<file path="src/rtl/rx_af_pkg.sv">
package rx_af_pkg;
  localparam int ADDR_BYTES = 6;
  localparam int ADDR_W     = 8 * ADDR_BYTES;
  localparam int CRC_W      = 32;
  localparam logic [CRC_W-1:0] CRC_POLY = 32'h04C11DB7;

  typedef struct packed {
    logic promisc;
    logic all_mcast;
    logic hash_en;
  } af_mode_t;

  // shift-left register, data bits fed lsb first
  function automatic logic [CRC_W-1:0] crc_byte(input logic [CRC_W-1:0] c,
                                                input logic [7:0] d);
    logic [CRC_W-1:0] r;
    logic fb;
    r = c;
    for (int i = 0; i < 8; i++) begin
      fb = r[CRC_W-1] ^ d[i];
      r  = {r[CRC_W-2:0], 1'b0} ^ (fb ? CRC_POLY : '0);
    end
    return r;
  endfunction
endpackage

</file>
<file path="src/rtl/rx_af_cfg.sv">
module rx_af_cfg
  import rx_af_pkg::*;
#(
  parameter int ADW   = ADDR_W,
  parameter int TBL_W = 64
) (
  input  logic             clk_i,
  input  logic             rst_ni,
  input  logic             station_we_i,
  input  logic [ADW-1:0]   station_addr_i,
  input  logic             hash_we_i,
  input  logic [TBL_W-1:0] hash_tbl_i,
  input  logic             mode_we_i,
  input  af_mode_t         mode_i,
  output logic [ADW-1:0]   station_o,
  output logic [TBL_W-1:0] tbl_o,
  output af_mode_t         mode_o
);
  always_ff @(posedge clk_i or negedge rst_ni) begin
    if (!rst_ni) begin
      station_o <= '0;
      tbl_o     <= '0;
      mode_o    <= '0;
    end else begin
      if (station_we_i) station_o <= station_addr_i;
      if (hash_we_i)    tbl_o     <= hash_tbl_i;
      if (mode_we_i)    mode_o    <= mode_i;
    end
  end
endmodule

</file>
<file path="src/rtl/rx_af_track.sv">
module rx_af_track
  import rx_af_pkg::*;
#(
  parameter int NBYTES = ADDR_BYTES,
  localparam int ADW   = 8 * NBYTES,
  localparam int CNT_W = $clog2(NBYTES + 1)
) (
  input  logic             clk_i,
  input  logic             rst_ni,
  input  logic             sof_i,
  input  logic             byte_vld_i,
  input  logic [7:0]       byte_i,
  input  logic [ADW-1:0]   station_i,
  output logic             last_o,
  output logic [CRC_W-1:0] crc_o,
  output logic             match_o,
  output logic             bcast_o,
  output logic             mcast_o
);
  logic             busy_q;
  logic [CNT_W-1:0] cnt_q, idx;
  logic [CRC_W-1:0] crc_q;
  logic             match_q, bcast_q, mcast_q;
  logic             take;
  logic [7:0]       stn_byte;

  assign take = byte_vld_i && (sof_i || busy_q);
  assign idx  = sof_i ? '0 : cnt_q;

  always_comb begin
    stn_byte = '0;
    for (int b = 0; b < NBYTES; b++)
      if (idx == CNT_W'(b)) stn_byte = station_i[ADW-1-8*b -: 8];
  end

  assign crc_o   = crc_byte(sof_i ? '1 : crc_q, byte_i);
  assign match_o = (sof_i | match_q) & (byte_i == stn_byte);
  assign bcast_o = (sof_i | bcast_q) & (byte_i == 8'hFF);
  assign mcast_o = sof_i ? byte_i[0] : mcast_q;
  assign last_o  = take && (idx == CNT_W'(NBYTES - 1));

  always_ff @(posedge clk_i or negedge rst_ni) begin
    if (!rst_ni) begin
      busy_q  <= 1'b0;
      cnt_q   <= '0;
      crc_q   <= '0;
      match_q <= 1'b0;
      bcast_q <= 1'b0;
      mcast_q <= 1'b0;
    end else if (take) begin
      busy_q  <= !last_o;
      cnt_q   <= idx + 1'b1;
      crc_q   <= crc_o;
      match_q <= match_o;
      bcast_q <= bcast_o;
      mcast_q <= mcast_o;
    end
  end
endmodule

</file>
<file path="src/rtl/rx_af_decide.sv">
module rx_af_decide
  import rx_af_pkg::*;
#(
  parameter int HASH_BITS = 6,
  localparam int TBL_W    = 1 << HASH_BITS
) (
  input  logic                 clk_i,
  input  logic                 rst_ni,
  input  logic                 last_i,
  input  af_mode_t             mode_i,
  input  logic [TBL_W-1:0]     tbl_i,
  input  logic [CRC_W-1:0]     crc_i,
  input  logic                 match_i,
  input  logic                 bcast_i,
  input  logic                 mcast_i,
  output logic                 dec_vld_o,
  output logic                 accept_o,
  output logic [HASH_BITS-1:0] hash_idx_o
);
  logic [HASH_BITS-1:0] bin;
  logic                 keep;

  assign bin = crc_i[CRC_W-1 -: HASH_BITS];

  always_comb begin
    if (mode_i.promisc || bcast_i) keep = 1'b1;
    else if (mcast_i)              keep = mode_i.all_mcast || (mode_i.hash_en && tbl_i[bin]);
    else                           keep = match_i;
  end

  always_ff @(posedge clk_i or negedge rst_ni) begin
    if (!rst_ni) begin
      dec_vld_o  <= 1'b0;
      accept_o   <= 1'b0;
      hash_idx_o <= '0;
    end else begin
      dec_vld_o <= last_i;
      accept_o  <= last_i && keep;
      if (last_i) hash_idx_o <= bin;
    end
  end
endmodule

</file>
<file path="src/rtl/rx_addr_filter.sv">
module rx_addr_filter
  import rx_af_pkg::*;
#(
  parameter int HASH_BITS = 6,
  localparam int TBL_W    = 1 << HASH_BITS
) (
  input  logic                 clk_i,
  input  logic                 rst_ni,
  input  logic                 station_we_i,
  input  logic [ADDR_W-1:0]    station_addr_i,
  input  logic                 hash_we_i,
  input  logic [TBL_W-1:0]     hash_tbl_i,
  input  logic                 mode_we_i,
  input  logic [2:0]           mode_i,
  input  logic                 sof_i,
  input  logic                 byte_vld_i,
  input  logic [7:0]           byte_i,
  output logic                 dec_vld_o,
  output logic                 accept_o,
  output logic [HASH_BITS-1:0] hash_idx_o
);
  logic [ADDR_W-1:0] station_q;
  logic [TBL_W-1:0]  tbl_q;
  af_mode_t          mode_q;
  logic              last;
  logic [CRC_W-1:0]  crc_nxt;
  logic              match_nxt, bcast_nxt, mcast_nxt;

  rx_af_cfg #(.ADW(ADDR_W), .TBL_W(TBL_W)) u_cfg (
    .clk_i, .rst_ni,
    .station_we_i, .station_addr_i,
    .hash_we_i, .hash_tbl_i,
    .mode_we_i, .mode_i(af_mode_t'(mode_i)),
    .station_o(station_q), .tbl_o(tbl_q), .mode_o(mode_q)
  );

  rx_af_track #(.NBYTES(ADDR_BYTES)) u_track (
    .clk_i, .rst_ni, .sof_i, .byte_vld_i, .byte_i,
    .station_i(station_q),
    .last_o(last), .crc_o(crc_nxt),
    .match_o(match_nxt), .bcast_o(bcast_nxt), .mcast_o(mcast_nxt)
  );

  rx_af_decide #(.HASH_BITS(HASH_BITS)) u_decide (
    .clk_i, .rst_ni, .last_i(last), .mode_i(mode_q), .tbl_i(tbl_q),
    .crc_i(crc_nxt), .match_i(match_nxt), .bcast_i(bcast_nxt), .mcast_i(mcast_nxt),
    .dec_vld_o, .accept_o, .hash_idx_o
  );
endmodule

</file>
<file path="config.mk">
export PLATFORM = sky130hd
export DESIGN_NAME = rx_addr_filter
export DESIGN_NICKNAME = d
export VERILOG_FILES = /design/src/rtl/rx_af_pkg.sv /design/src/rtl/rx_af_cfg.sv /design/src/rtl/rx_af_track.sv /design/src/rtl/rx_af_decide.sv /design/src/rtl/rx_addr_filter.sv
export SDC_FILE = /design/constraint.sdc
export NUM_CORES = 1
export LEC_CHECK = 0
export CORE_AREA = 2 2 105 132
export CTS_CLUSTER_SIZE = 12
export DETAILED_ROUTE_END_ITERATION = 6
export DIE_AREA = 0 0 107 134
export DONT_BUFFER_PORTS = 1
export HOLD_SLACK_MARGIN = 0.1
export PLACE_DENSITY = 0.81
export SETUP_SLACK_MARGIN = 0.5
export SLEW_MARGIN = 20
export SYNTH_ARGS = -nofsm -noshare
export SYNTH_HDL_FRONTEND = slang
export SYNTH_SLANG_ARGS = --single-unit
export TNS_END_PERCENT = 5
</file>
<file path="constraint.sdc">
create_clock -name clk_i -period 4.05 [get_ports clk_i]
set_clock_uncertainty 0.1 [all_clocks]
set_input_delay 0.2025 -clock clk_i [delete_from_list [all_inputs] [get_ports clk_i]]
set_output_delay 0.2025 -clock clk_i [all_outputs]
set_load 0.01 [all_outputs]
</file>
==> metrics.md, run 1 <==
| Metric | Value |
|---|---|
| Placed Cells | `860` |
| Synth warn | `0` |
| Most frequent cells after synthesis | `162 x dfrtp_1, 117 x mux2_2, 72 x xnor2_1, 65 x nand2_1, 49 x o21ai_0` |
| Yosys reg bits | `162` |
| Die X | `107 um` |
| # port buffers | `0` |
| Syn Nets | `859` |
| Die Ht | `134 um` |
| GP Congestion | `0.8490` |
| Cell with the most instances after synthesis | `dfrtp_1` |
| CTS Hold Bufs | `179` |
| Num rows | `between 40 and 50` |
| HPWL after DPL | `12280 um` |
| Syn Std Cell Area | `8215 sq um` |
| Distinct cells, synth | `55` |
| Synth area leaders | `dfrtp_1 49%, mux2_2 16%, xnor2_1 7.7%` |
| CTS Sinks | `162` |
| Asr flop ratio synth | `between 90% and 100%` |
| CTS Buf Count | `17` |
| Place WS | `0.4790 ns` |
| I/O pin count | `around 140` |
| CTS Root Cell | `clkbuf_16` |
| Log Error | `[ERROR RSZ-0060] Max buffer count reached.` |
| EDFF count, synth | `0` |
| Post_cts resized | `1` |
| CTS max path bufs | `2` |
| Postcts setup bufs | `0` |
| CTS H-tree depth | `4` |
| Status | `stopped before the end` |
| Sequential fraction of the synthesis area | `49.35%` |
| Halt Stage | `4_1_cts` |
| Initial Utilization | `62.65%` |
| Placed inst area | `8302 sq um` |
| Average cell area after synthesis | `11.32 sq um` |
| Top cell type's share of synthesized area | `49.35%` |
| Synth Flop Type | `dfrtp_1` |
| Yosys top cell by area | `dfrtp_1` |
| Gate Count Post-Synth | `roughly 730` |
==> kinds of logic after synthesis <==
family	share of synthesized area [%]
XOR/XNOR	10.14
AND/OR/NAND/NOR	7.813
AO/OA/AOI/OAI	8.133
buffers and inverters	3.016
flip-flops	49.35
multiplexers	21.09
adder cells (fa/ha/maj)	0.4569
==> through the flow <==
step                hold WS [ns]  utilization [%]
detailed placement       -0.1897            63.31
global placement         -0.1897            63.31
floorplan                -0.1931                -
==> run 2, diff against run 1 <==
--- a/config.mk
+++ b/config.mk
@@ -5,14 +5,11 @@
 export SDC_FILE = /design/constraint.sdc
 export NUM_CORES = 1
 export LEC_CHECK = 0
-export CORE_AREA = 2 2 105 132
-export CTS_CLUSTER_SIZE = 12
+export CORE_AREA = 2 2 147 149
 export DETAILED_ROUTE_END_ITERATION = 6
-export DIE_AREA = 0 0 107 134
+export DIE_AREA = 0 0 149 151
 export DONT_BUFFER_PORTS = 1
-export HOLD_SLACK_MARGIN = 0.1
-export PLACE_DENSITY = 0.81
-export SETUP_SLACK_MARGIN = 0.5
+export PLACE_DENSITY_LB_ADDON = 0.15
 export SLEW_MARGIN = 20
 export SYNTH_ARGS = -nofsm -noshare
 export SYNTH_HDL_FRONTEND = slang
==> run 2 against run 1 <==
Net effect: the flow now finishes, with violations (negative hold slack); synthesized cell count stayed put; synthesized area is the same.
==> metrics.md, run 2 <==
| Metric | Value |
|---|---|
| Syn Nets | `859` |
| Critical Path Max Stage Delay | `~0.58 ns` |
| Most frequent cells after synthesis | `162 x dfrtp_1, 117 x mux2_2, 72 x xnor2_1, 65 x nand2_1, 49 x o21ai_0` |
| Syn Std Cell Area | `8215 sq um` |
| Least-Margin Pin Slew | `1.029 ns` |
| Routed Antenna Nets | `0` |
| Drt pass-1 iters | `4` |
| Switching pwr | `2.505 mW` |
| Synth Flop Type | `dfrtp_1` |
| Placed Cells | `966` |
| Starting DRT DRC Count | `around 290` |
| Critical-path maximum fanout | `12` |
| Top delay family on crit path | `simple AND/OR/NAND/NOR gates` |
| Worst path bufs/invs | `0` |
| Worst r2r src | `u_track.cnt_q[0]` |
| Die X | `149 um` |
| GP Congestion | `0.8001` |
| Area growth syn-to-layout | `33.93%` |
| Initial antenna violation count | `0` |
| Top flop regs | `u_cfg.tbl_o x64, u_cfg.station_o x48, u_track.crc_q x32` |
| Cell with the most instances after synthesis | `dfrtp_1` |
| TritonCTS clock tree | `built` |
| DR vias/cell | `5.003` |
| Crit-path cells | `nor2b_1 -> ha_2 -> or4_4 -> o221a_1 -> and3_1 -> or4b_1 -> nor4_1 -> and4_1 -> nor2_1 -> o41ai_2` |
| Power share of the clock group | `roughly a quarter` |
| Status | `complete, but fails checks` |
| Core Box Area | `20820 sq um` |
| Final core utilization | `between 50% and 60%` |
| GRT Total Usage | `19.45%` |
| Synth Area in Simple Gates | `approximately 7.8%` |
| Asr flop ratio synth | `100.0%` |
| Postcts setup bufs | `0` |
| Reg-to-reg endpoint | `u_decide.accept_o` |
| CTS Sinks | `162` |
| CTS H-tree depth | `4` |
| Hold WS | `-0.6339 ns` |
| Yosys top cell by area | `dfrtp_1` |
| R2R depth | `10` |
| Pleak | `~4.6 nW` |
| CTS Buf Count | `17` |
| Gate power share | `45.8%` |
| Vias in the first global route | `6475` |
| Commonest cells after routing, fill and taps aside | `193 x dlygate4sd3_1, 162 x dfrtp_1, 117 x mux2_2` |
| EDFF count, synth | `0` |
| Yosys reg bits | `162` |
| Final hold viol count | `162` |
| Share of layout cells above drive strength 1 | `between 10% and 20%` |
| Final setup TNS | `0 ns` |
| I/O pin count | `about 140` |
| Vias | `slightly below 6000` |
| Most flop-heavy register | `u_cfg.tbl_o` |
| Number of antenna diodes | `0` |
| Period utilization | `approximately 88%` |
| R2r setup slk | `0.47 ns` |
| Top cell type's share of synthesized area | `~50%` |
| Highest Clock Rate | `0.2791 GHz` |
| Max_cap viols | `0` |
| Nets | `1037` |
| Distinct cells, synth | `55` |
| Non-filler instance count after layout | `about 1200` |
| Reg power frac | `30.9%` |
| CTS max path bufs | `2` |
| Worst-skew pair later-pin latency | `around 0.43 ns` |
| Largest family of logic cells by synthesized area | `multiplexers` |
| CTS Root Cell | `clkbuf_16` |
| Multiplexer share of the synthesized area | `21.09%` |
| Synth Area in Adders | `0.4569%` |
| Final Slew Violations | `0` |
| Die Ht | `151 um` |
| HPWL after DPL | `between 10000 and 15000 um` |
| Num rows | `53` |
| Critical path launch point type | `flip-flop` |
| # DRC | `0` |
| Place WS | `0.3924 ns` |
| Final WL | `20720 um` |
| Largest net degree at the start of global routing | `163` |
| Period minus WS final | `~3.6 ns` |
| CTS clk-pin slew, worst paths | `0.07 ns` |
| Grt total ovfl | `0` |
| Crit Path Class | `reg2reg` |
| Most common cell after layout, fill and taps aside | `dlygate4sd3_1` |
| Failing checks | `negative hold slack` |
| CP arrival | `between 3 and 4 ns` |
| Internal | `4.482 mW` |
| Slew headroom | `31.04%` |
| Global-route wire length before repair | `around 34000 um` |
| Synth area leaders | `dfrtp_1 49%, mux2_2 16%, xnor2_1 7.7%` |
| Initial Utilization | `between 30 and 40%` |
| Sw Ratio | `35.85%` |
| Nature of the critical path endpoint | `flip-flop` |
| Worst setup margin | `0.4669 ns` |
| Average cell area after synthesis | `11.32 sq um` |
| Setup violators final | `0` |
| Gate Count Post-Synth | `726` |
| PwrDens | `635.0 nW/um^2` |
| CTS Hold Bufs | `194` |
| Xor/xnor share of the synthesized area | `10.14%` |
| Compound-Gate Fraction of Synth Area | `just over 8%` |
| # port buffers | `0` |
| Hold WC Path Type | `in2async` |
| Die area | `22500 sq um` |
| Synth warn | `0` |
| Filler instances | `1871` |
| Worst path required time | `4.28 ns` |
| Max FFs per register | `64` |
| RSZ-0062 raised after global routing | `false` |
| DR WL/cell | `17.38 um` |
| Sequential fraction of the synthesis area | `49.35%` |
| Worst-path cell with the longest stage delay | `or4_4` |
| VDD IR max | `0.3675 mV` |
==> run 2: cell type report <==
type | instances | area (sq um) | share of cell area, %
Tap cell | 275 | 344.1 | 3.127
Inverter | 15 | 56.30 | 0.5117
Sequential cell | 162 | 4054 | 36.84
Multi-Input combinational cell | 505 | 3928 | 35.69
Clock buffer | 17 | 425.4 | 3.866
Clock inverter | 15 | 168.9 | 1.535
Timing Repair Buffer | 203 | 2027 | 18.42
==> run 2: timing repair <==
| action | CTS | global route |
|---|---|---|
| hold endpoints to repair | 286 | 162 |
| resized for setup | 0 | 1 |
| setup endpoints to repair | 0 | 1 |
==> run 2: kinds of logic (layout without fill, tap and decap cells) <==
| group | after synthesis | count (layout) |
|---|---|---|
| buf+inv | 59 | 250 |
| fa+ha+maj | 3 | 3 |
| flops | 162 | 162 |
| simple gates | 146 | 146 |
| compound gates | 109 | 109 |
| xor+xnor | 91 | 91 |
| mux | 156 | 156 |
==> run 2: power groups by stage <==
| stage | clock network, mW | registers [mW] | logic [mW] |
|---|---|---|---|
| after global placement | 0 | 2.18 | 2.95 |
| final | 1.63 | 2.16 | 3.20 |
| after global routing | 1.74 | 2.19 | 3.56 |
| after detailed placement | 0 | 2.18 | 2.98 |
| after floorplan | 0 | 2.09 | 2.44 |
| after CTS | 1.67 | 2.16 | 3.22 |
==> run 2: worst max path at each step <==
stage | cells after the start | start | endpoint | slack (ns)
6_report | 10 | u_track.cnt_q[0] | u_decide.accept_o | 0.47
5_1_grt | 10 | u_track.cnt_q[2] | u_decide.accept_o | 0.13
4_1_cts | 10 | u_track.cnt_q[0] | u_decide.accept_o | 0.37
3_5_place_dp | 10 | u_track.cnt_q[0] | u_decide.accept_o | 0.39
3_3_place_gp | 10 | u_track.cnt_q[0] | u_decide.accept_o | 0.52
2_1_floorplan | 15 | sof_i | u_decide.accept_o | 0.03
==> run 2: through the flow <==
step | power [mW] | area (sq um)
finish | 6.987 | 11000
global placement | 5.127 | 8447
floorplan | 4.531 | 8217
detailed placement | 5.160 | 8447
CTS | 7.049 | 11000
global route | 7.491 | 11000
==> run 2: worst register-to-register path, cell delays in order (launching register included) <==
cell	delay (ns)
dfrtp_1	0.41
nor2b_1	0.19
ha_2	0.28
or4_4	0.59
o221a_1	0.28
and3_1	0.14
or4b_1	0.51
nor4_1	0.30
and4_1	0.31
nor2_1	0.08
o41ai_2	0.31
==> run 2: routing by layer <==
metal  track usage, %  up-vias  wire length (um)
li1                 -     2882                 -
met1            24.75     2923              9125
met2            32.44      132             10160
met3            4.910       26              1070
met4            6.667        0               367
met5                0        -                 0
(Power assumes the default switching activity.)
==> run 3, diff against run 2 <==
--- a/config.mk
+++ b/config.mk
@@ -9,6 +9,7 @@
 export DETAILED_ROUTE_END_ITERATION = 6
 export DIE_AREA = 0 0 149 151
 export DONT_BUFFER_PORTS = 1
+export HOLD_SLACK_MARGIN = 0.08
 export PLACE_DENSITY_LB_ADDON = 0.15
 export SLEW_MARGIN = 20
 export SYNTH_ARGS = -nofsm -noshare
==> run 3 against run 2 <==
Net effect: the flow now stops in 4_1_cts; synthesized area unchanged; synthesized cell count unchanged.
==> metrics.md, run 3 <==
| Metric | Value |
|---|---|
| Status | `stopped before the end` |
| Halt Stage | `4_1_cts` |
| Log Error | `[ERROR RSZ-0060] Max buffer count reached.` |
| Sequential fraction of the synthesis area | `49.35%` |
| Yosys top cell by area | `dfrtp_1` |
| CTS H-tree depth | `4` |
| Synth warn | `0` |
| Die X | `149 um` |
| EDFF count, synth | `0` |
| Distinct cells, synth | `55` |
| CTS Buf Count | `17` |
| CTS Sinks | `162` |
| Die Ht | `151 um` |
| Post_cts resized | `0` |
| Cell with the most instances after synthesis | `dfrtp_1` |
| Average cell area after synthesis | `11.32 sq um` |
| # port buffers | `0` |
| Most frequent cells after synthesis | `162 x dfrtp_1, 117 x mux2_2, 72 x xnor2_1, 65 x nand2_1, 49 x o21ai_0` |
| Top cell type's share of synthesized area | `49.35%` |
| Syn Nets | `859` |
| CTS Hold Bufs | `~200` |
| Syn Std Cell Area | `8215 sq um` |
| GP Congestion | `0.8001` |
| I/O pin count | `about 140` |
| CTS Root Cell | `clkbuf_16` |
| Synth Flop Type | `dfrtp_1` |
| Asr flop ratio synth | `100.0%` |
| Initial Utilization | `between 30% and 40%` |
| Num rows | `53` |
| HPWL after DPL | `13520 um` |
| CTS max path bufs | `2` |
| Gate Count Post-Synth | `~730` |
| Synth area leaders | `dfrtp_1 49%, mux2_2 16%, xnor2_1 7.7%` |
| Postcts setup bufs | `0` |
| Yosys reg bits | `about 160` |
-- run 3: cell counts after synthesis --
Identical to the previous run, type by type.
-- run 3: stage by stage --
| step | hold slack (ns) | setup WS [ns] | instance area (sq um) | cells | utilization, % |
|---|---|---|---|---|---|
| floorplan | -0.1931 | 0.03118 | 8217 | 726 | - |
| detailed placement | -0.1872 | 0.3924 | 8447 | 966 | 40.57 |
| global placement | -0.1883 | 0.5208 | 8447 | 966 | 40.57 |
-- run 3: kinds of logic after synthesis --
| logic type | Yosys count | synth area share, % |
|---|---|---|
| multiplexers | 156 | 21.09 |
| AND/OR/NAND/NOR | 146 | 7.813 |
| XOR/XNOR | 91 | 10.14 |
| AO/OA/AOI/OAI | 109 | 8.133 |
| adder cells (fa/ha/maj) | 3 | 0.4569 |
| flip-flops | 162 | 49.35 |
| buffers and inverters | 59 | 3.016 |
